--- src/rtl/bmdma_pkg.sv ---
package bmdma_pkg;
  localparam int SLICE_B = 8;
  localparam int PTR_W   = 32;

  typedef enum logic [1:0] {SZ_B = 2'd0, SZ_H = 2'd1, SZ_W = 2'd2, SZ_R = 2'd3} acc_size_e;
  typedef enum logic [1:0] {RD_CMD, RD_STS, RD_PTR, RD_ONES} rd_kind_e;

  function automatic logic [31:0] ones_mask(input acc_size_e s);
    case (s)
      SZ_B:    return 32'h0000_00ff;
      SZ_H:    return 32'h0000_ffff;
      default: return 32'hffff_ffff;
    endcase
  endfunction
endpackage

--- src/rtl/bmdma_decode.sv ---
module bmdma_decode
  import bmdma_pkg::*;
#(
  parameter int NUM_CH = 2,
  localparam int ADDR_W = $clog2(NUM_CH * SLICE_B),
  localparam int CH_W = ADDR_W - 3
) (
  input  logic              req_i,
  input  logic              we_i,
  input  logic [ADDR_W-1:0] addr_i,
  input  logic [1:0]        size_i,
  output logic [NUM_CH-1:0] cmd_we_o,
  output logic [NUM_CH-1:0] sts_we_o,
  output logic [NUM_CH-1:0] ptr_we_o,
  output rd_kind_e          rd_kind_o,
  output logic [CH_W-1:0]   rd_ch_o
);
  logic [CH_W-1:0] ch_idx;
  logic [2:0]      off;
  logic            ch_ok, is_byte, is_word, wr;

  assign ch_idx  = addr_i[ADDR_W-1:3];
  assign off     = addr_i[2:0];
  assign ch_ok   = int'(ch_idx) < NUM_CH;
  assign is_byte = size_i == SZ_B;
  assign is_word = size_i == SZ_W;
  assign wr      = req_i && we_i && ch_ok;
  assign rd_ch_o = ch_idx;

  for (genvar g = 0; g < NUM_CH; g++) begin : g_we
    logic hit;
    assign hit         = wr && (int'(ch_idx) == g);
    assign cmd_we_o[g] = hit && is_byte && off == 3'd0;
    assign sts_we_o[g] = hit && is_byte && off == 3'd2;
    assign ptr_we_o[g] = hit && is_word && off == 3'd4;
  end

  always_comb begin
    rd_kind_o = RD_ONES;
    if (ch_ok) begin
      if (!off[2]) begin
        if (is_byte && off[1:0] == 2'd0)      rd_kind_o = RD_CMD;
        else if (is_byte && off[1:0] == 2'd2) rd_kind_o = RD_STS;
      end else if (is_word && off == 3'd4) begin
        rd_kind_o = RD_PTR;
      end
    end
  end
endmodule

--- src/rtl/bmdma_chan.sv ---
module bmdma_chan
  import bmdma_pkg::*;
(
  input  logic             clk_i,
  input  logic             rst_ni,
  input  logic             cmd_we_i,
  input  logic             sts_we_i,
  input  logic             ptr_we_i,
  input  logic [31:0]      wdata_i,
  input  logic             busy_i,
  input  logic             irq_ev_i,
  input  logic             err_ev_i,
  output logic [7:0]       cmd_o,
  output logic [7:0]       sts_o,
  output logic [PTR_W-1:0] ptr_o,
  output logic             start_o,
  output logic             dir_o,
  output logic             stop_o
);
  logic [7:0]       cmd_q;
  logic [PTR_W-1:0] ptr_q;
  logic             act_q, err_q, irq_q, f5_q, f6_q, stop_q;
  logic             irq_clr, err_clr;

  assign irq_clr = sts_we_i && wdata_i[2];
  assign err_clr = sts_we_i && wdata_i[1];

  always_ff @(posedge clk_i or negedge rst_ni) begin
    if (!rst_ni) begin
      cmd_q  <= '0;
      ptr_q  <= '0;
      act_q  <= 1'b0;
      err_q  <= 1'b0;
      irq_q  <= 1'b0;
      f5_q   <= 1'b0;
      f6_q   <= 1'b0;
      stop_q <= 1'b0;
    end else begin
      act_q  <= busy_i;
      stop_q <= cmd_we_i && cmd_q[0] && !wdata_i[0];
      if (cmd_we_i) cmd_q <= wdata_i[7:0];
      if (ptr_we_i) ptr_q <= {wdata_i[PTR_W-1:2], 2'b00};
      if (sts_we_i) begin
        f5_q <= wdata_i[5];
        f6_q <= wdata_i[6];
      end
      // set event beats a same-cycle clear
      irq_q <= irq_ev_i || (irq_q && !irq_clr);
      err_q <= err_ev_i || (err_q && !err_clr);
    end
  end

  assign cmd_o   = cmd_q;
  assign sts_o   = {1'b0, f6_q, f5_q, 2'b00, irq_q, err_q, act_q};
  assign ptr_o   = ptr_q;
  assign start_o = cmd_q[0];
  assign dir_o   = cmd_q[3];
  assign stop_o  = stop_q;

  assert_irq_set_R8: assert property (@(posedge clk_i) disable iff (!rst_ni)
    irq_ev_i |=> sts_o[2]);
  assert_err_set_R8: assert property (@(posedge clk_i) disable iff (!rst_ni)
    err_ev_i |=> sts_o[1]);
  assert_w1c_irq_R5: assert property (@(posedge clk_i) disable iff (!rst_ni)
    (sts_we_i && wdata_i[2] && !irq_ev_i) |=> !sts_o[2]);
  assert_stop_on_fall_R6: assert property (@(posedge clk_i) disable iff (!rst_ni)
    $fell(start_o) |-> stop_o);
  assert_busy_mirror_R7: assert property (@(posedge clk_i) disable iff (!rst_ni)
    busy_i |=> sts_o[0]);
endmodule

--- src/rtl/bmdma_regfile.sv ---
module bmdma_regfile
  import bmdma_pkg::*;
#(
  parameter int NUM_CH = 2,
  localparam int ADDR_W = $clog2(NUM_CH * SLICE_B)
) (
  input  logic                    clk_i,
  input  logic                    rst_ni,
  input  logic                    req_i,
  input  logic                    we_i,
  input  logic [ADDR_W-1:0]       addr_i,
  input  logic [1:0]              size_i,
  input  logic [31:0]             wdata_i,
  output logic [31:0]             rdata_o,
  input  logic [NUM_CH-1:0]       busy_i,
  input  logic [NUM_CH-1:0]       irq_ev_i,
  input  logic [NUM_CH-1:0]       err_ev_i,
  output logic [NUM_CH-1:0]       start_o,
  output logic [NUM_CH-1:0]       dir_o,
  output logic [NUM_CH-1:0]       stop_o,
  output logic [NUM_CH*PTR_W-1:0] tbl_ptr_o
);
  localparam int CH_W = ADDR_W - 3;

  logic [NUM_CH-1:0] cmd_we, sts_we, ptr_we;
  rd_kind_e          rd_kind;
  logic [CH_W-1:0]   rd_ch;
  logic [7:0]        cmd_a [NUM_CH];
  logic [7:0]        sts_a [NUM_CH];
  logic [PTR_W-1:0]  ptr_a [NUM_CH];

  bmdma_decode #(.NUM_CH(NUM_CH)) u_decode (
    .req_i    (req_i),
    .we_i     (we_i),
    .addr_i   (addr_i),
    .size_i   (size_i),
    .cmd_we_o (cmd_we),
    .sts_we_o (sts_we),
    .ptr_we_o (ptr_we),
    .rd_kind_o(rd_kind),
    .rd_ch_o  (rd_ch)
  );

  for (genvar g = 0; g < NUM_CH; g++) begin : g_ch
    bmdma_chan u_chan (
      .clk_i   (clk_i),
      .rst_ni  (rst_ni),
      .cmd_we_i(cmd_we[g]),
      .sts_we_i(sts_we[g]),
      .ptr_we_i(ptr_we[g]),
      .wdata_i (wdata_i),
      .busy_i  (busy_i[g]),
      .irq_ev_i(irq_ev_i[g]),
      .err_ev_i(err_ev_i[g]),
      .cmd_o   (cmd_a[g]),
      .sts_o   (sts_a[g]),
      .ptr_o   (ptr_a[g]),
      .start_o (start_o[g]),
      .dir_o   (dir_o[g]),
      .stop_o  (stop_o[g])
    );
    assign tbl_ptr_o[g*PTR_W +: PTR_W] = ptr_a[g];
  end

  always_comb begin
    case (rd_kind)
      RD_CMD:  rdata_o = {24'h0, cmd_a[rd_ch]};
      RD_STS:  rdata_o = {24'h0, sts_a[rd_ch]};
      RD_PTR:  rdata_o = ptr_a[rd_ch];
      default: rdata_o = ones_mask(acc_size_e'(size_i));
    endcase
  end

  assert_wide_wr_ignored_R4: assert property (@(posedge clk_i) disable iff (!rst_ni)
    (req_i && we_i && size_i != SZ_B && !addr_i[2]) |=> ($stable(start_o) && $stable(dir_o)));
endmodule

--- config.mk ---
export PLATFORM = sky130hd
export DESIGN_NAME = bmdma_regfile
export DESIGN_NICKNAME = d
export VERILOG_FILES = /design/src/rtl/bmdma_pkg.sv /design/src/rtl/bmdma_decode.sv /design/src/rtl/bmdma_chan.sv /design/src/rtl/bmdma_regfile.sv
export SDC_FILE = /design/constraint.sdc
export NUM_CORES = 1
export LEC_CHECK = 0
export ABC_AREA = 0
export ABC_CLOCK_PERIOD_IN_PS = 2700
export BUFFER_PORTS_ARGS = -buffer_cell sky130_fd_sc_hd__buf_2
export CORE_UTILIZATION = 26
export CTS_BUF_LIST = sky130_fd_sc_hd__clkbuf_8 sky130_fd_sc_hd__clkbuf_16
export DETAILED_ROUTE_END_ITERATION = 6
export PLACE_DENSITY_LB_ADDON = 0.1
export SYNTH_ARGS = -nofsm -noshare
export SYNTH_HDL_FRONTEND = slang
export SYNTH_HIERARCHICAL = 1
export SYNTH_SLANG_ARGS = --single-unit
--- constraint.sdc ---
create_clock -name clk_i -period 2.7 [get_ports clk_i]
set_input_delay 0.135 -clock clk_i [delete_from_list [all_inputs] [get_ports clk_i]]
set_output_delay 0.135 -clock clk_i [all_outputs]
set_load 0.1 [all_outputs]
==> results of run 1 <==
-- per-layer routing --
metal  vias to the layer above  global-route usage, %  wire [µm]
li1                       1440                      -          -
met1                      1526                   18.6       5610
met3                        11                   3.15        682
met5                         -                      0          0
met4                         0                   5.81        167
met2                       106                   21.7       5520
-- cell type report --
cell class	count	area share (%)
well taps	225	4.44
clock buffers	9	3.55
multi-input cells	207	33.2
flip-flops and latches	88	34.7
repair buffers	165	22.6
clock inverters	7	1.40
inverters	1	0.0592
-- cells by family (layout without fill, tap and decap cells) --
kind of cell / Yosys count / in the layout
multiplexers: 128 / 128
XOR/XNOR: 1 / 1
AND/OR/NAND/NOR: 23 / 23
other: 2 / 10
flip-flops: 88 / 88
buffers and inverters: 45 / 182
AO/OA/AOI/OAI: 45 / 45
-- cells in the final DEF (no fill, tap or decap), drive strengths merged --
cell         Yosys  final
a21o             4      4
a21oi            8      8
buf             40    157
bufinv           0      2
clkbuf           4      9
clkinv           0      2
clkinvlp         0      1
conb             2     10
dfrtp           88     88
dlygate4sd3      0      8
inv              1      3
mux2            96     96
mux2i           32     32
nand2            8      8
nand2b           2      2
nand3            1      1
nor2             3      3
nor3             1      1
nor4             4      4
nor4b            1      1
o211ai           1      1
o21ai           24     24
o22ai            8      8
or4              2      2
or4bb            1      1
xor2             1      1
-- through the flow --
stage	util (%)	power [W]	cell area [µm²]
global route	36.7	0.00444	6340
finish	36.7	0.00427	6340
global placement	34.4	0.00298	5950
floorplan	-	0.00265	4660
CTS	36.7	0.00434	6340
detailed placement	34.4	0.00298	5950
-- power by group --
part	total [W]	switching [W]	internal, W
Clock	0.00131	0.000505	0.000804
Combinational	0.00147	0.00108	0.000383
Sequential	0.00149	0.0000746	0.00142
-- flip-flops by register name, summed over array words and instances (netlist names) --
| signal | flops |
|---|---|
| g_ch.u_chan/cmd_o | 16 |
| g_ch.u_chan/f6_q | 2 |
| g_ch.u_chan/irq_q | 2 |
| g_ch.u_chan/stop_o | 2 |
| g_ch.u_chan/ptr_o | 60 |
| g_ch.u_chan/f5_q | 2 |
| g_ch.u_chan/err_q | 2 |
| g_ch.u_chan/act_q | 2 |
-- path summary, 6_finish.rpt --
| check | slack (ns) | start | endpoint |
|---|---|---|---|
| setup / recovery | 0.45 | addr_i[2] | rdata_o[20] |
| hold / removal | 0.04 | wdata_i[25] | g_ch[1].u_chan/ptr_o[25] |
| setup reg to reg | 1.89 | g_ch[1].u_chan/ptr_o[26] | g_ch[1].u_chan/ptr_o[26] |
| hold reg to reg | 0.48 | g_ch[0].u_chan/irq_q | g_ch[0].u_chan/irq_q |
| max in group asynchronous | 1.70 | rst_ni | g_ch[1].u_chan/ptr_o[30] |
| min in group asynchronous | 0.31 | rst_ni | g_ch[0].u_chan/ptr_o[21] |
==> impl_results.md, run 1 <==
- Crit path time final: 2.25 ns
- CP startpoint kind: input pin
- MaxCap Viol Count: 0
- DR vias/cell: 4.39
- Status: finished clean
- First-pass GRT wire length: 19.1 mm
- Worst relative slew slack: 52.9%
- CP Buf/Inv Count: 2
- Most common cell in the netlist: dfrtp_1
- CTS tree: yes
- Fillers: 1,735
- Pin count of the biggest net entering global routing: 53
- Reg area: 2200 µm²
- Clock skew: 0.000303 ns
- Worst Reg-to-Reg Cells: 1
- Mapped Avg Cell Area: 13.9 µm²
- Post CTS Setup Buffer Count: 0
- Worst path max stage delay: about 0.7 ns
- YS warnings: 6
- Multi-input gate area: 2110 µm²
- Buffers from clock root to sink, at most: 2
- Ys flop type: dfrtp_1
- CTS buffer count: 9
- DRC errors left: 0
- Core area: 17,300 µm²
- Max Fclk: approximately 0.44 GHz
- Final period utilization: a little over four fifths
- Crit path cell chain: buf_2 > or4_1 > nand3_1 > o21ai_0 > buf_12
- Final hold violations: 0
- # IOs: 150
- Worst-path fanout max: 16
- Fin. max-slew vios: 0
- Synth top cells by count: 88 x dfrtp_1, 60 x mux2_4, 32 x mux2i_1, 31 x mux2_2, 25 x buf_4
- Setup slack after layout: approximately 0.45 ns
- Maximum vdd drop: 319 µV
- RSZ-0062 raised after global routing: false
- CP arrival: 2.12 ns
- Post-placement cell count: ~680
- Yosys cell types: 29
- Mux contribution to synthesized area: 35.3%
- Area Overhead vs Synth: 37.8%
- Final cell count without fillers: 702
- Setup TNS: 0 ns
- Synth top area cells: dfrtp_1 48%, mux2_4 20%, mux2_2 7.6%
- Netlist Area Pre-Place: ~4600 µm²
- Layout cells sized above 1: 57.9%
- Hold crit path type: in -> reg
- Clock root buffer: clkbuf_16
- Vias in the first global route: 3,362
- Post-Synth Simple-Gate Area: 2.83%
- Area leader, netlist: dfrtp_1
- Crit-path slowest cell: or4_1
- #FFs+latches synth: 88
- Total grt overflow: 0
- Hold path depth: 2
- Die area: 18,200 µm²
- Fraction of registers with async set/reset: 100%
- Clk slew on worst S/H paths: 0.06 ns
- Hold slack: 0.0398 ns
- Final ANT Viol Nets: 0
- # rows: 48
- Place WS: 0.386 ns
- WS Path Type: in -> out
- Yosys top cell area share: between 40% and 50%
- Gate count of the mapped netlist: 332
- Final setup fails: 0
- GPL Wtd Cong: 0.736
- Total number of vias: 3,083
- Actual slew at the worst max-slew pin: 0.705 ns
- Drt pass-1 iters: 4
- TritonCTS Sinks: 88
- Die W: between 100 and 150 µm
- Clock latency on the worst-skew pair: 0.33 ns
- Sequential element share of the synthesized area: 47.8%
- P per Cell Area: between 600 and 700 nW/µm²
- Port buffer count: 145
- Antenna violations before repair: 0
- Starting Density: a little over a quarter
- Nets: 520
- All-Layer GR Usage: 14.0%
- Antenna diode count: 0
- Avg WL per Cell: 17.1 µm
- CTS resizes: 0
- Synth Area in Compound Gates: between 5 and 6%
- Worst path depth: 5
- Synth Area in XOR/XNOR: 0.190%
- DP Wirelength: roughly 8.3 mm
- CP top delay family: simple AND/OR/NAND/NOR gates
- Total wire length: 12.0 mm
- Main combinational cell family by area after synthesis: multiplexers
- Synth Area in Adders: 0%
- Post-synth EDFFs: 0
- Critical Path Sink Type: output port
- H-tree depth: 3
- Die Height: roughly 140 µm
- # hold bufs at CTS: 8
- Initial DRC Count: 96
- Worst path required time: between 2 and 3 ns
- P_leak: 3.14 nW
No activity file was read; power rests on OpenSTA's default activity.
==> run 2: changes to the inputs <==
- ABC_CLOCK_PERIOD_IN_PS: 2700 -> 1960
- clock period: 2.7 -> 1.96 ns (I/O delays scaled with it)
==> impl_results.md, run 2 (same netlist as run 1, synthesis figures left out) <==
- Flop2flop setup slack: 1.16 ns
- Hold crit path type: in -> reg
- Core area: 17,300 µm²
- # IOs: 150
- H-tree depth: 3
- Worst-path fanout max: 8
- All-Layer GR Usage: ~15%
- Internal Power: 0.00357 W
- Actual slew at the worst max-slew pin: 0.662 ns
- Reg-to-reg endpoint: g_ch[0].u_chan/ptr_o[24]
- Die W: 135 µm
- CTS buffer count: 9
- Final setup fails: 0
- Antenna violations before repair: 0
- CP startpoint kind: input pin
- Pin count of the biggest net entering global routing: 50
- R2r startpoint: g_ch[0].u_chan/ptr_o[24]
- Total grt overflow: 0
- Hold path depth: 2
- Port buffer count: ~150
- # rows: 48
- Psw: 0.00236 W
- Crit path time final: ~1.9 ns
- Maximum vdd drop: 401 µV
- Clk pwr share: 29.2%
- Worst path required time: ~1.9 ns
- WS Path Type: in -> out
- Total number of vias: about 3.3k
- DRC errors left: 0
- Critical Path Sink Type: output port
- GPL Wtd Cong: about 0.76
- Clock root buffer: clkbuf_16
- MaxCap Viol Count: 0
- TritonCTS Sinks: a little under 90
- Layout cells sized above 1: 61.5%
- Post CTS Setup Buffer Count: 0
- Clk slew on worst S/H paths: 0.06 ns
- Clock skew: just under 0.00007 ns
- Design Area, Final: around 6900 µm²
- Vias in the first global route: 3,546
- Commonest non-fill, non-tap cell in the layout: buf_2
- Die Height: about 140 µm
- Most frequent cells in the layout: 112 x buf_2, 88 x dfrtp_1, 60 x mux2_4
- First-pass GRT wire length: 20.3 mm
- Sw Share: around 40%
- Max FFs per register: 60
- Worst Reg-to-Reg Cells: 1
- DP Wirelength: 8.93 mm
- Initial DRC Count: 79
- Starting Density: 26.6%
- DR vias/cell: 4.41
- Clock latency on the worst-skew pair: 0.34 ns
- Final hold violations: 0
- Fin. max-slew vios: 0
- Combinational fraction of design power: 36.1%
- Area Overhead vs Synth: 49.3%
- Max Fclk: 0.538 GHz
- Critical Path Source: addr_i[2]
- Avg WL per Cell: 17.1 µm
- RSZ-0062 raised after global routing: false
- Total wire length: 12.6 mm
- P per Cell Area: 863 nW/µm²
- P_leak: 3.37 nW
- Total power: 0.00593 W
- Die area: 18,200 µm²
- CP arrival: 1.76 ns
- WHS Endpoint: g_ch[1].u_chan/ptr_o[11]
- Drt pass-1 iters: 4
- Area after DPL: about 6300 µm²
- Worst relative slew slack: between 50% and 60%
- Hold_sp: wdata_i[11]
- Buffers from clock root to sink, at most: 2
- Sequential Power Share: 34.7%
- Final ANT Viol Nets: 0
- CTS tree: yes
- Antenna diode count: 0
- Nets: ~560
- Status: finished clean
- Final period utilization: 94.8%
-- run 2: changes by cell type in the layout (fill, tap and decap cells not counted), moves of 2 or more --
cell           before  now
a21oi_2             8    3
a21oi_4             0    5
buf_12             36   38
buf_4              10   20
dlygate4sd3_1       8   29
nand2b_4            0    2
o21ai_0             2    0
o21ai_1            22    0
o21ai_2             0   15
o21ai_4             0    9
-- run 2: final cells by class --
type,count,area (µm²)
Sequential cell,88,2200
Inverter,1,3.75
Fill cell,1648,10400
Multi-Input combinational cell,207,2320
Clock inverter,6,60.1
Tap cell,225,282
Timing Repair Buffer,200,1770
Clock buffer,10,239
-- run 2: power groups by stage --
stage / Combinational [W] / Clock (W) / Sequential [W]
final: 0.00214 / 0.00173 / 0.00206
after global routing: 0.00222 / 0.00188 / 0.00208
after CTS: 0.00216 / 0.00181 / 0.00206
after detailed placement: 0.00211 / 0 / 0.00209
after global placement: 0.00210 / 0 / 0.00209
after floorplan: 0.000835 / 0 / 0.00287
-- run 2: worst max path at each step --
stage / to / slack (ns)
after floorplan: rdata_o[1] / -0.24
after global placement: rdata_o[3] / 0.01
after detailed placement: rdata_o[3] / -0.02
after CTS: rdata_o[0] / -0.003
after global routing: rdata_o[0] / 0.02
final: rdata_o[0] / 0.10
-- run 2: critical path, cell delays in order --
cell      delay [ns]
buf_2           0.11
xor2_1          0.14
or4_1           0.50
nand2b_4        0.26
buf_4           0.17
o22ai_1         0.23
a21oi_4         0.07
buf_12          0.18
-- run 2: stage by stage --
| step | util (%) | instances | hold slack, ns | setup TNS [ns] | setup WS, ns |
|---|---|---|---|---|---|
| 4_1_cts | 39.6 | 737 | 0.000486 | -0.00339 | -0.00339 |
| 2_1_floorplan | - | 340 | -0.198 | -4.29 | -0.243 |
| 3_3_place_gp | 36.2 | 692 | 0.166 | 0 | 0.0122 |
| 5_1_grt | 39.7 | 737 | 0.00501 | 0 | 0.0212 |
| 6_report | 39.7 | 737 | 0.0195 | 0 | 0.101 |
| 3_5_place_dp | 36.2 | 692 | 0.181 | -0.0161 | -0.0161 |
-- run 2: timing repair --
item / in CTS / in global routing
endpoints found under the setup margin: 2 / 14
endpoints found under the hold margin: 91 / 0
resized for setup: 1 / 4
hold buffers: 29 / 0
cloned: 0 / 0
-- run 2: per-layer routing --
metal  track usage (%)  vias to the layer above  part of all wire, %
met4              3.18                        0                 0.73
met3              3.72                        9                  4.7
met5                 0                        -                    0
met2              24.4                       81                   50
met1              19.0                     1653                   44
li1                  -                     1510                    -
